## config.mk

```make
export PLATFORM = sky130hd
export DESIGN_NAME = stmem_ctrl
export DESIGN_NICKNAME = d
export VERILOG_FILES = /design/src/rtl/stmem_pkg.sv /design/src/rtl/stmem_cfg.sv /design/src/rtl/stmem_wave.sv /design/src/rtl/stmem_ctrl.sv
export SDC_FILE = /design/constraint.sdc
export NUM_CORES = 1
export LEC_CHECK = 0
export BUFFER_PORTS_ARGS = -buffer_cell sky130_fd_sc_hd__buf_2
export CAP_MARGIN = 20
export CORE_MARGIN = 1
export CORE_UTILIZATION = 38
export DETAILED_ROUTE_END_ITERATION = 16
export PLACE_DENSITY = 0.62
export SKIP_CTS_REPAIR_TIMING = 1
export SLEW_MARGIN = 30
export SYNTH_ARGS = -nofsm -noshare
export SYNTH_HDL_FRONTEND = slang
export SYNTH_HIERARCHICAL = 1
export SYNTH_SLANG_ARGS = --single-unit
```

## constraint.sdc

```tcl
create_clock -name clk -period 5.1 [get_ports clk]
set_clock_uncertainty 0.1 [all_clocks]
set_input_delay 0.765 -clock clk [delete_from_list [all_inputs] [get_ports clk]]
set_output_delay 0.765 -clock clk [all_outputs]
set_load 0.01 [all_outputs]
```

## src/rtl/stmem_pkg.sv

```systemverilog
package stmem_pkg;

    localparam int FW = 8;
    localparam int SW = FW + 1;

    localparam logic [1:0] REG_SETUP = 2'd0;
    localparam logic [1:0] REG_PULSE = 2'd1;
    localparam logic [1:0] REG_CYCLE = 2'd2;
    localparam logic [1:0] REG_MODE  = 2'd3;

    localparam logic [31:0]   RST_SETUP = {4{8'd1}};
    localparam logic [31:0]   RST_PULSE = {4{8'd1}};
    localparam logic [FW-1:0] RST_CYC   = FW'(3);
    localparam logic [1:0]    RST_MODE  = 2'b11;

    typedef struct packed {
        logic [FW-1:0] s;
        logic [FW-1:0] p;
    } win_t;

    typedef struct packed {
        win_t          chip_rd;
        win_t          rstb;
        win_t          chip_wr;
        win_t          wstb;
        logic [FW-1:0] rcyc;
        logic [FW-1:0] wcyc;
        logic          rd_by_strobe;
        logic          wr_by_strobe;
    } timing_t;

    typedef enum logic [1:0] {ST_IDLE, ST_ACCESS, ST_EXTEND} state_t;

    function automatic timing_t unpack_timing(input logic [31:0] su, input logic [31:0] pu,
                                              input logic [FW-1:0] rc, input logic [FW-1:0] wc,
                                              input logic [1:0] md);
        timing_t t;
        t.chip_rd      = '{s: su[0*FW +: FW], p: pu[0*FW +: FW]};
        t.rstb         = '{s: su[1*FW +: FW], p: pu[1*FW +: FW]};
        t.chip_wr      = '{s: su[2*FW +: FW], p: pu[2*FW +: FW]};
        t.wstb         = '{s: su[3*FW +: FW], p: pu[3*FW +: FW]};
        t.rcyc         = rc;
        t.wcyc         = wc;
        t.rd_by_strobe = md[0];
        t.wr_by_strobe = md[1];
        return t;
    endfunction

endpackage

```

## src/rtl/stmem_cfg.sv

```systemverilog
module stmem_cfg
    import stmem_pkg::*;
(
    input  logic        clk,
    input  logic        rst_n,
    input  logic        cfg_we,
    input  logic [1:0]  cfg_addr,
    input  logic [31:0] cfg_wdata,
    input  logic        load,
    output timing_t     active
);

    logic [31:0]   setup_q, pulse_q;
    logic [FW-1:0] rcyc_q, wcyc_q;
    logic [1:0]    mode_q;

    // Programmed values; never visible to a running access
    always_ff @(posedge clk or negedge rst_n) begin
        if (!rst_n) begin
            setup_q <= RST_SETUP;
            pulse_q <= RST_PULSE;
            rcyc_q  <= RST_CYC;
            wcyc_q  <= RST_CYC;
            mode_q  <= RST_MODE;
        end else if (cfg_we) begin
            unique case (cfg_addr)
                REG_SETUP: setup_q <= cfg_wdata;
                REG_PULSE: pulse_q <= cfg_wdata;
                REG_CYCLE: begin
                    rcyc_q <= cfg_wdata[FW-1:0];
                    wcyc_q <= cfg_wdata[16 +: FW];
                end
                REG_MODE:  mode_q <= cfg_wdata[1:0];
                default:   ;
            endcase
        end
    end

    // Snapshot taken when a request is accepted
    always_ff @(posedge clk or negedge rst_n) begin
        if (!rst_n)
            active <= unpack_timing(RST_SETUP, RST_PULSE, RST_CYC, RST_CYC, RST_MODE);
        else if (load)
            active <= unpack_timing(setup_q, pulse_q, rcyc_q, wcyc_q, mode_q);
    end

endmodule

```

## src/rtl/stmem_wave.sv

```systemverilog
module stmem_wave
    import stmem_pkg::*;
(
    input  timing_t       t,
    input  logic          is_wr,
    input  logic [FW-1:0] cnt,
    output logic          chip_on,
    output logic          rstb_on,
    output logic          wstb_on,
    output logic          cap_hit,
    output logic          last,
    output logic          ext_need
);

    function automatic logic [SW-1:0] edge_of(input win_t w);
        return {1'b0, w.s} + {1'b0, w.p};
    endfunction

    function automatic logic in_win(input win_t w, input logic [FW-1:0] c);
        return ({1'b0, c} >= {1'b0, w.s}) && ({1'b0, c} < edge_of(w));
    endfunction

    function automatic logic final_clk(input win_t w, input logic [FW-1:0] c);
        return edge_of(w) == ({1'b0, c} + SW'(1));
    endfunction

    win_t          chip_w;
    logic [FW-1:0] cyc;

    always_comb begin
        chip_w   = is_wr ? t.chip_wr : t.chip_rd;
        cyc      = is_wr ? t.wcyc : t.rcyc;
        chip_on  = in_win(chip_w, cnt);
        rstb_on  = !is_wr && in_win(t.rstb, cnt);
        wstb_on  = is_wr && in_win(t.wstb, cnt);
        cap_hit  = !is_wr && (t.rd_by_strobe ? final_clk(t.rstb, cnt)
                                             : final_clk(t.chip_rd, cnt));
        last     = ({1'b0, cnt} + SW'(1)) == {1'b0, cyc};
        ext_need = is_wr && (t.wr_by_strobe ? (edge_of(t.wstb) == {1'b0, t.wcyc})
                                            : (edge_of(t.chip_wr) == {1'b0, t.wcyc}));
    end

endmodule

```

## src/rtl/stmem_ctrl.sv

```systemverilog
module stmem_ctrl
    import stmem_pkg::*;
#(
    parameter  int ADDR_W = 16,
    parameter  int DATA_W = 16,
    localparam int BE_W   = DATA_W / 8
) (
    input  logic              clk,
    input  logic              rst_n,
    input  logic              cfg_we,
    input  logic [1:0]        cfg_addr,
    input  logic [31:0]       cfg_wdata,
    input  logic              req_valid,
    output logic              req_ready,
    input  logic              req_write,
    input  logic [ADDR_W-1:0] req_addr,
    input  logic [DATA_W-1:0] req_wdata,
    input  logic [BE_W-1:0]   req_be,
    output logic              rsp_done,
    output logic [DATA_W-1:0] rsp_rdata,
    output logic [ADDR_W-1:0] bus_addr,
    output logic [BE_W-1:0]   bus_bsel_n,
    output logic [DATA_W-1:0] bus_dq_o,
    output logic              bus_dq_t,
    input  logic [DATA_W-1:0] bus_dq_i,
    output logic              bus_chip_n,
    output logic              bus_rstb_n,
    output logic              bus_wstb_n
);

    state_t            state_q, state_d;
    timing_t           active;
    logic              load;
    logic [FW-1:0]     cnt_q;
    logic [ADDR_W-1:0] addr_q;
    logic [DATA_W-1:0] wdata_q, rdata_q;
    logic [BE_W-1:0]   be_q;
    logic              wr_q, done_q;
    logic              chip_on, rstb_on, wstb_on, cap_hit, last, ext_need;
    logic              act_wmode;

    stmem_cfg u_cfg (
        .clk       (clk),
        .rst_n     (rst_n),
        .cfg_we    (cfg_we),
        .cfg_addr  (cfg_addr),
        .cfg_wdata (cfg_wdata),
        .load      (load),
        .active    (active)
    );

    stmem_wave u_wave (
        .t        (active),
        .is_wr    (wr_q),
        .cnt      (cnt_q),
        .chip_on  (chip_on),
        .rstb_on  (rstb_on),
        .wstb_on  (wstb_on),
        .cap_hit  (cap_hit),
        .last     (last),
        .ext_need (ext_need)
    );

    assign act_wmode = active.wr_by_strobe;

    // State register
    always_ff @(posedge clk or negedge rst_n) begin
        if (!rst_n) state_q <= ST_IDLE;
        else        state_q <= state_d;
    end

    // Transitions
    always_comb begin
        state_d = state_q;
        load    = 1'b0;
        unique case (state_q)
            ST_IDLE: begin
                if (req_valid) begin
                    load    = 1'b1;
                    state_d = ST_ACCESS;
                end
            end
            ST_ACCESS: begin
                if (last) state_d = ext_need ? ST_EXTEND : ST_IDLE;
            end
            ST_EXTEND: state_d = ST_IDLE;
            default:   state_d = ST_IDLE;
        endcase
    end

    // Request latch, cycle counter, capture and done
    always_ff @(posedge clk or negedge rst_n) begin
        if (!rst_n) begin
            cnt_q   <= '0;
            addr_q  <= '0;
            wdata_q <= '0;
            be_q    <= '0;
            wr_q    <= 1'b0;
            rdata_q <= '0;
            done_q  <= 1'b0;
        end else begin
            done_q <= (state_q == ST_ACCESS && last && !ext_need) || (state_q == ST_EXTEND);
            if (load) begin
                cnt_q   <= '0;
                addr_q  <= req_addr;
                wdata_q <= req_wdata;
                be_q    <= req_be;
                wr_q    <= req_write;
            end else if (state_q == ST_ACCESS) begin
                cnt_q <= cnt_q + FW'(1);
                if (cap_hit) rdata_q <= bus_dq_i;
            end
        end
    end

    // Outputs
    always_comb begin
        req_ready  = (state_q == ST_IDLE);
        rsp_done   = done_q;
        rsp_rdata  = rdata_q;
        bus_addr   = addr_q;
        bus_dq_o   = wdata_q;
        bus_dq_t   = wr_q && (state_q != ST_IDLE);
        bus_bsel_n = (state_q != ST_IDLE) ? ~be_q : '1;
        bus_chip_n = !((state_q == ST_ACCESS && chip_on) ||
                       (state_q == ST_EXTEND && act_wmode));
        bus_rstb_n = !(state_q == ST_ACCESS && rstb_on);
        bus_wstb_n = !(state_q == ST_ACCESS && wstb_on);
    end

endmodule

```

**Word level (Yosys, flattened, before mapping)**

Index checks and enable logic that the tools add are counted.

- Multipliers: 0
- Mux-type cells: 13
- Add/sub/neg operators: 7
- Magnitude comparators: 6
- Equality and inequality tests: 12
- Reductions and logical operators: 31
- Shift-type cells: 0
- Bitwise logic cells: 2
- Divide/modulo/power cells: 0

Operator list:

| cell | number |
|---|---|
| adder 8 x 8 -> 9 bit | 5 |
| == test 9 x 8 -> 1 bit | 3 |
| < comparator 8 x 9 -> 1 bit | 3 |
| greater-or-equal comparator 8 bit | 3 |
| two-way mux 8 bit | 3 |
| == test 9 bit | 2 |
| two-way mux 16 bit | 1 |
| logical AND 1 bit | 14 |
| AND reduction 2 bit | 5 |
| adder 8 x 1 -> 9 bit, second input constant | 1 |
| adder 8 x 1 -> 8 bit, second input constant | 1 |
| two-way mux 2 bit | 4 |
| == test 2 bit, second input constant | 3 |
| zero test 1 bit | 5 |
| == test 2 x 1 -> 1 bit, second input constant | 2 |
| zero test 2 bit | 2 |
| two-way mux 1 bit | 4 |
| inequality test 2 bit, second input constant | 2 |
| one-hot mux 2 bit (2 select lines) | 1 |
| nonzero test 2 bit | 2 |
| AND reduction 3 bit | 1 |
| logical OR 1 bit | 2 |
| NOT 2 bit | 1 |
| NOT 1 bit | 1 |

- Bits in latches: 0
- Bits of input ports: 89
- Output and inout port bits: 56
- Logic and storage cells: 96
- Bits in read-only memories: 0
- Memories: 0
- RAM bits: 0
- Flip-flop bits (word level): 226

**Logic depth before layout (Yosys ltp)**

- Depth in word-level cells: 7
- Gate-level depth with buffers: 18
- Mapped depth without buffers: 16

**Modules after synthesis**

The synthesis kept the hierarchy.

By module, submodules not included:

| module | area an instance (µm²) | sequential area each (µm²) | times used | cells an instance |
|---|---|---|---|---|
| stmem_cfg | 6154.7 | 4139.0 | 1 | 348 |
| stmem_wave | 3644.7 | 0.0 | 1 | 458 |
| stmem_ctrl | 2514.9 | 1551.5 | 1 | 242 |

**Worst setup path after synthesis**

OpenSTA, ideal clock, no wires.

- Kind: register -> output
- From: register wr_q
- To: output bus_chip_n
- Path buffers: 3
- Arrival time: 3.538 ns
- Setup slack: 0.697 ns
- Required time: 4.235 ns
- Stages on the path, launching flop included: 18
- Path through: dfrtp_1 buf_6 buf_1 buf_2 mux2i_1 inv_1 ha_1 a21o_1 a21oi_1 o21bai_1 a21oi_1 xor2_1 ha_1 nand2_1 o21a_1 o21ai_0 a2bb2oi_1 a22oi_1

- Word-level cells in the longest chain between the ends: 7
- Elaborated cells on any way between the ends: 8
- Classes of those cells: add/sub (1); order compare (2); mux (1); reduce/logical (4)

RTL lines:

| what | line | text |
|---|---|---|
| from (decl) | stmem_ctrl.sv:38 | `logic wr_q, done_q;` |
| from (signal assigned) | stmem_ctrl.sv:108 | `wr_q <= req_write;` |
| two-way mux 16 bit (*) | stmem_wave.sv:31 | `chip_w = is_wr ? t.chip_wr : t.chip_rd;` |
| adder 8 x 8 -> 9 bit | stmem_wave.sv:16 | `return {1'b0, w.s} + {1'b0, w.p};` |
| < comparator 8 x 9 -> 1 bit | stmem_wave.sv:20 | `return ({1'b0, c} >= {1'b0, w.s}) && ({1'b0, c} < edge_of(w));` |
| logical AND 1 bit (*) | stmem_wave.sv:20 |  |
| named net chip_on | stmem_ctrl.sv:39 | `logic chip_on, rstb_on, wstb_on, cap_hit, last, ext_need;` |
| logical AND 1 bit (*) | stmem_ctrl.sv:125 | `bus_chip_n = !((state_q == ST_ACCESS && chip_on) \|\|` |
| logical OR 1 bit (*) | stmem_ctrl.sv:125 |  |
| zero test 1 bit (*) | stmem_ctrl.sv:125 |  |
| to (decl) | stmem_ctrl.sv:26 | `output logic bus_chip_n,` |

Mark *: on every way through the listed nets, which the timed path passes. The rest lies on a longest branch.

**Final worst setup path**

Ends and elaborated chain as after synthesis.

==> results.md <==
* Synth Instances at 1,048
* Initial DRC count at 454
* Die footprint at 33,100 um2
* Worst Tran Pin Value at 972 ps
* RR Startpoint: u_cfg/active[58]
* Top cells by area, synth: dfrtp_1, mux2_2, ha_1
* Tot GR Track Use at 17.6%
* Total power at 10.4 mW
* Min-Delay Endpoint: bus_dq_o[10]
* First-pass detailed-route iteration total at 5
* Largest net degree at the start of global routing at 125
* Final Cell Area at 14,300 um2
* Min Tclk post-route at 4730 ps
* Final WL at 28.8 mm
* Final hold vios at 0
* Commonest non-fill, non-tap cell in the layout: dfrtp_1
* Status: completed
* Max-slew violation count at 0
* GRT Residual Overflow at 0
* Crit Path Max Fanout at 16
* DRC errors left at 0
* CTS tree: built
* Clk_lat worst skew at 540 ps
* Beginning of the worst hold path: req_wdata[10]
* VDD IR max at 0.366 mV
* CTS Sinks at 226
* Most frequent cells in the layout: dfrtp_1, mux2_2, buf_2, nand2_1, ha_1
* Count of cell types in the netlist at 77
* Synthesis-to-finish area growth at 16.0%
* DP Cell Count at 1,570
* Mapped Avg Cell Area at 11.8 um2
* DR WL/cell at 17.8 um
* Post-synth EDFFs at 0
* Initial core utilization at 38.8%
* Asr flop ratio synth at 100%
* FF-to-FF End: rsp_rdata[5]
* RSZ-0062 raised after global routing: false
* Met2 Track Usage GR at 29.6%
* LEAKAGE at 6.70 nW
* Top Usage Layer GRT: met2
* Yosys warnings at 6
* Switching Power at 4.19 mW
* Synth area leader: dfrtp_1
* Grt met3 use at 2.69%
* Vias in the first global route at 8,605
* Hold Path Class: in -> reg
* Final setup TNS at 0 ps
* R2R setup slack at 1350 ps
* Worst Setup End Kind: output port
* Seq/Total Area, Yosys at 46.2%
* Sw frac at 40.1%
* Layout cells sized above 1 at 36.2%
* CTS max path bufs at 3
* CTS Root Cell: clkbuf_16
* Final GP Congestion at 0.830
* Core Box Area at 31,700 um2
* Flop pwr share at 30.4%
* Combinational Power Share at 51.4%
* Synth Register Bits at 226
* GR Util met1 at 23.1%
* ANT cells at 0
* DP HPWL at 20.2 mm
* Cell Int Power at 6.26 mW
* CP arrival at 3870 ps
* Req. time, crit path at 4240 ps
* Final Non-Filler Cells at 1,617
* Antenna-violating nets left at 0
* Post-synth top area share at 40.2%
* Final setup fails at 0
* R2R depth at 12
* Cell row count at 65
* Final setup margin at 370 ps
* Via density at 5.17
* Critical path launch point type: register
* Period utilization at 92.8%
* Mapped Area at 12,300 um2
* CTS Buf Count at 26
* Cell depth of the worst hold path at 3
* Die W at 182 um
* Post-placement worst setup slack at 793 ps
* Max Cap Viol at 0
* Die height at 182 um
* Synth Net Count at 1,229
* F_max at 0.211 GHz
* Vias at 8,366
* Power per cell area at 732 nW/um2
* Synth Flop Type: dfrtp_1
* I/O Pins at 145
* Critical path type: reg -> out
* Initial antenna violation count at 0
* I/O Buffers at 144
* Number of H-tree levels at 1
* Worst slew margin at 35.2%
* First-pass GRT wire length at 46.3 mm
* Reg clk slew, reported paths at 70 ps
* Final Net Count at 1,378
* Post-Place Cell Area at 13,400 um2
* Clock power share at 18.2%
[worst max-delay path: stages (launching register included)]
cell and delay [ps]:
dfrtp_2 530, buf_4 320, mux2i_1 280, inv_1 70
ha_1 340, a21oi_1 220, o21bai_1 90, a21oi_1 210
o21ai_0 150, xnor2_1 150, ha_1 290, a21oi_1 130
o21ai_0 100, a2bb2oi_1 170, a22oi_1 110, buf_2 180
[final cells by class]
type | count | area, um2
Inverter | 41 | 156
Sequential cell | 226 | 5690
Timing Repair Buffer | 157 | 847
Clock inverter | 9 | 100
Clock buffer | 37 | 783
Tap cell | 402 | 503
Multi-Input combinational cell | 745 | 6200
Fill cell | 2961 | 17400
[how the worst max path moves through the flow]
stage	endpoint	from
floorplan	bus_chip_n	wr_q
global placement	bus_chip_n	wr_q
detailed placement	bus_chip_n	wr_q
CTS	bus_chip_n	wr_q
global route	bus_chip_n	wr_q
finish	bus_chip_n	wr_q
[power groups by stage]
stage	clock, mW	sequential [mW]	combinational (mW)
after global placement	0	3.18	5.20
after floorplan	0	3.04	4.01
after detailed placement	0	3.20	5.31
after global routing	2.03	3.28	5.97
after CTS	1.96	3.18	5.36
final	1.90	3.17	5.37
[cell usage after synthesis (3+ instances only)]
library cell  count
nor4_1            5
nand2_1         125
o21bai_1          7
nor3b_1           4
buf_6             6
nor2b_1           6
ha_1             87
xnor2_1          28
fa_1              5
buf_2            18
a21o_1           23
nand2b_1         12
mux2i_1          27
xor2_1           23
dfrtp_1         198
a22oi_1           3
a211oi_1          7
mux2_2          187
nand3_1          14
clkbuf_1          4
buf_8             3
o21ai_1           3
nor2_1           30
inv_1            39
a21oi_1          44
o21a_1            6
o21ai_0          30
nor3_1            7
dfstp_2          28
nand4_1           5
and3_1            4
or2_2             3
[per-stage QoR]
step / utilization [%] / hold slack (ps)
floorplan: - / 339
global placement: 42.2 / 353
detailed placement: 42.2 / 356
CTS: 45.0 / -19.9
global route: 45.0 / 311
finish: 45.0 / 322
[cells by family (layout without fill, tap and decap cells)]
| family | after synthesis | count (layout) | synth area share, % |
|---|---|---|---|
| simple gates | 237 | 237 | 9.51 |
| flops | 226 | 226 | 46.2 |
| mux | 216 | 216 | 19.5 |
| compound gates | 147 | 147 | 7.81 |
| fa+ha+maj | 92 | 92 | 9.65 |
| buf+inv | 77 | 244 | 3.44 |
| xor+xnor | 53 | 53 | 3.89 |
[registers in the layout, summed over array words and instances, names as in the netlist]
register,count
bus_addr,16
u_cfg/rcyc_q,8
be_q,2
bus_dq_o,16
wr_q,1
cnt_q,8
u_cfg/pulse_q,32
u_cfg/wcyc_q,8
rsp_rdata,16
rsp_done,1
u_cfg/mode_q,2
state_q,2
u_cfg/active,82
u_cfg/setup_q,32
[per-layer routing]
layer / vias to the layer above / wire [um]
met4: 0 / 801
met5: - / 0
li1: 4006 / -
met2: 161 / 13700
met3: 50 / 1060
met1: 4149 / 13200
Power figures use the tool's default switching activity.
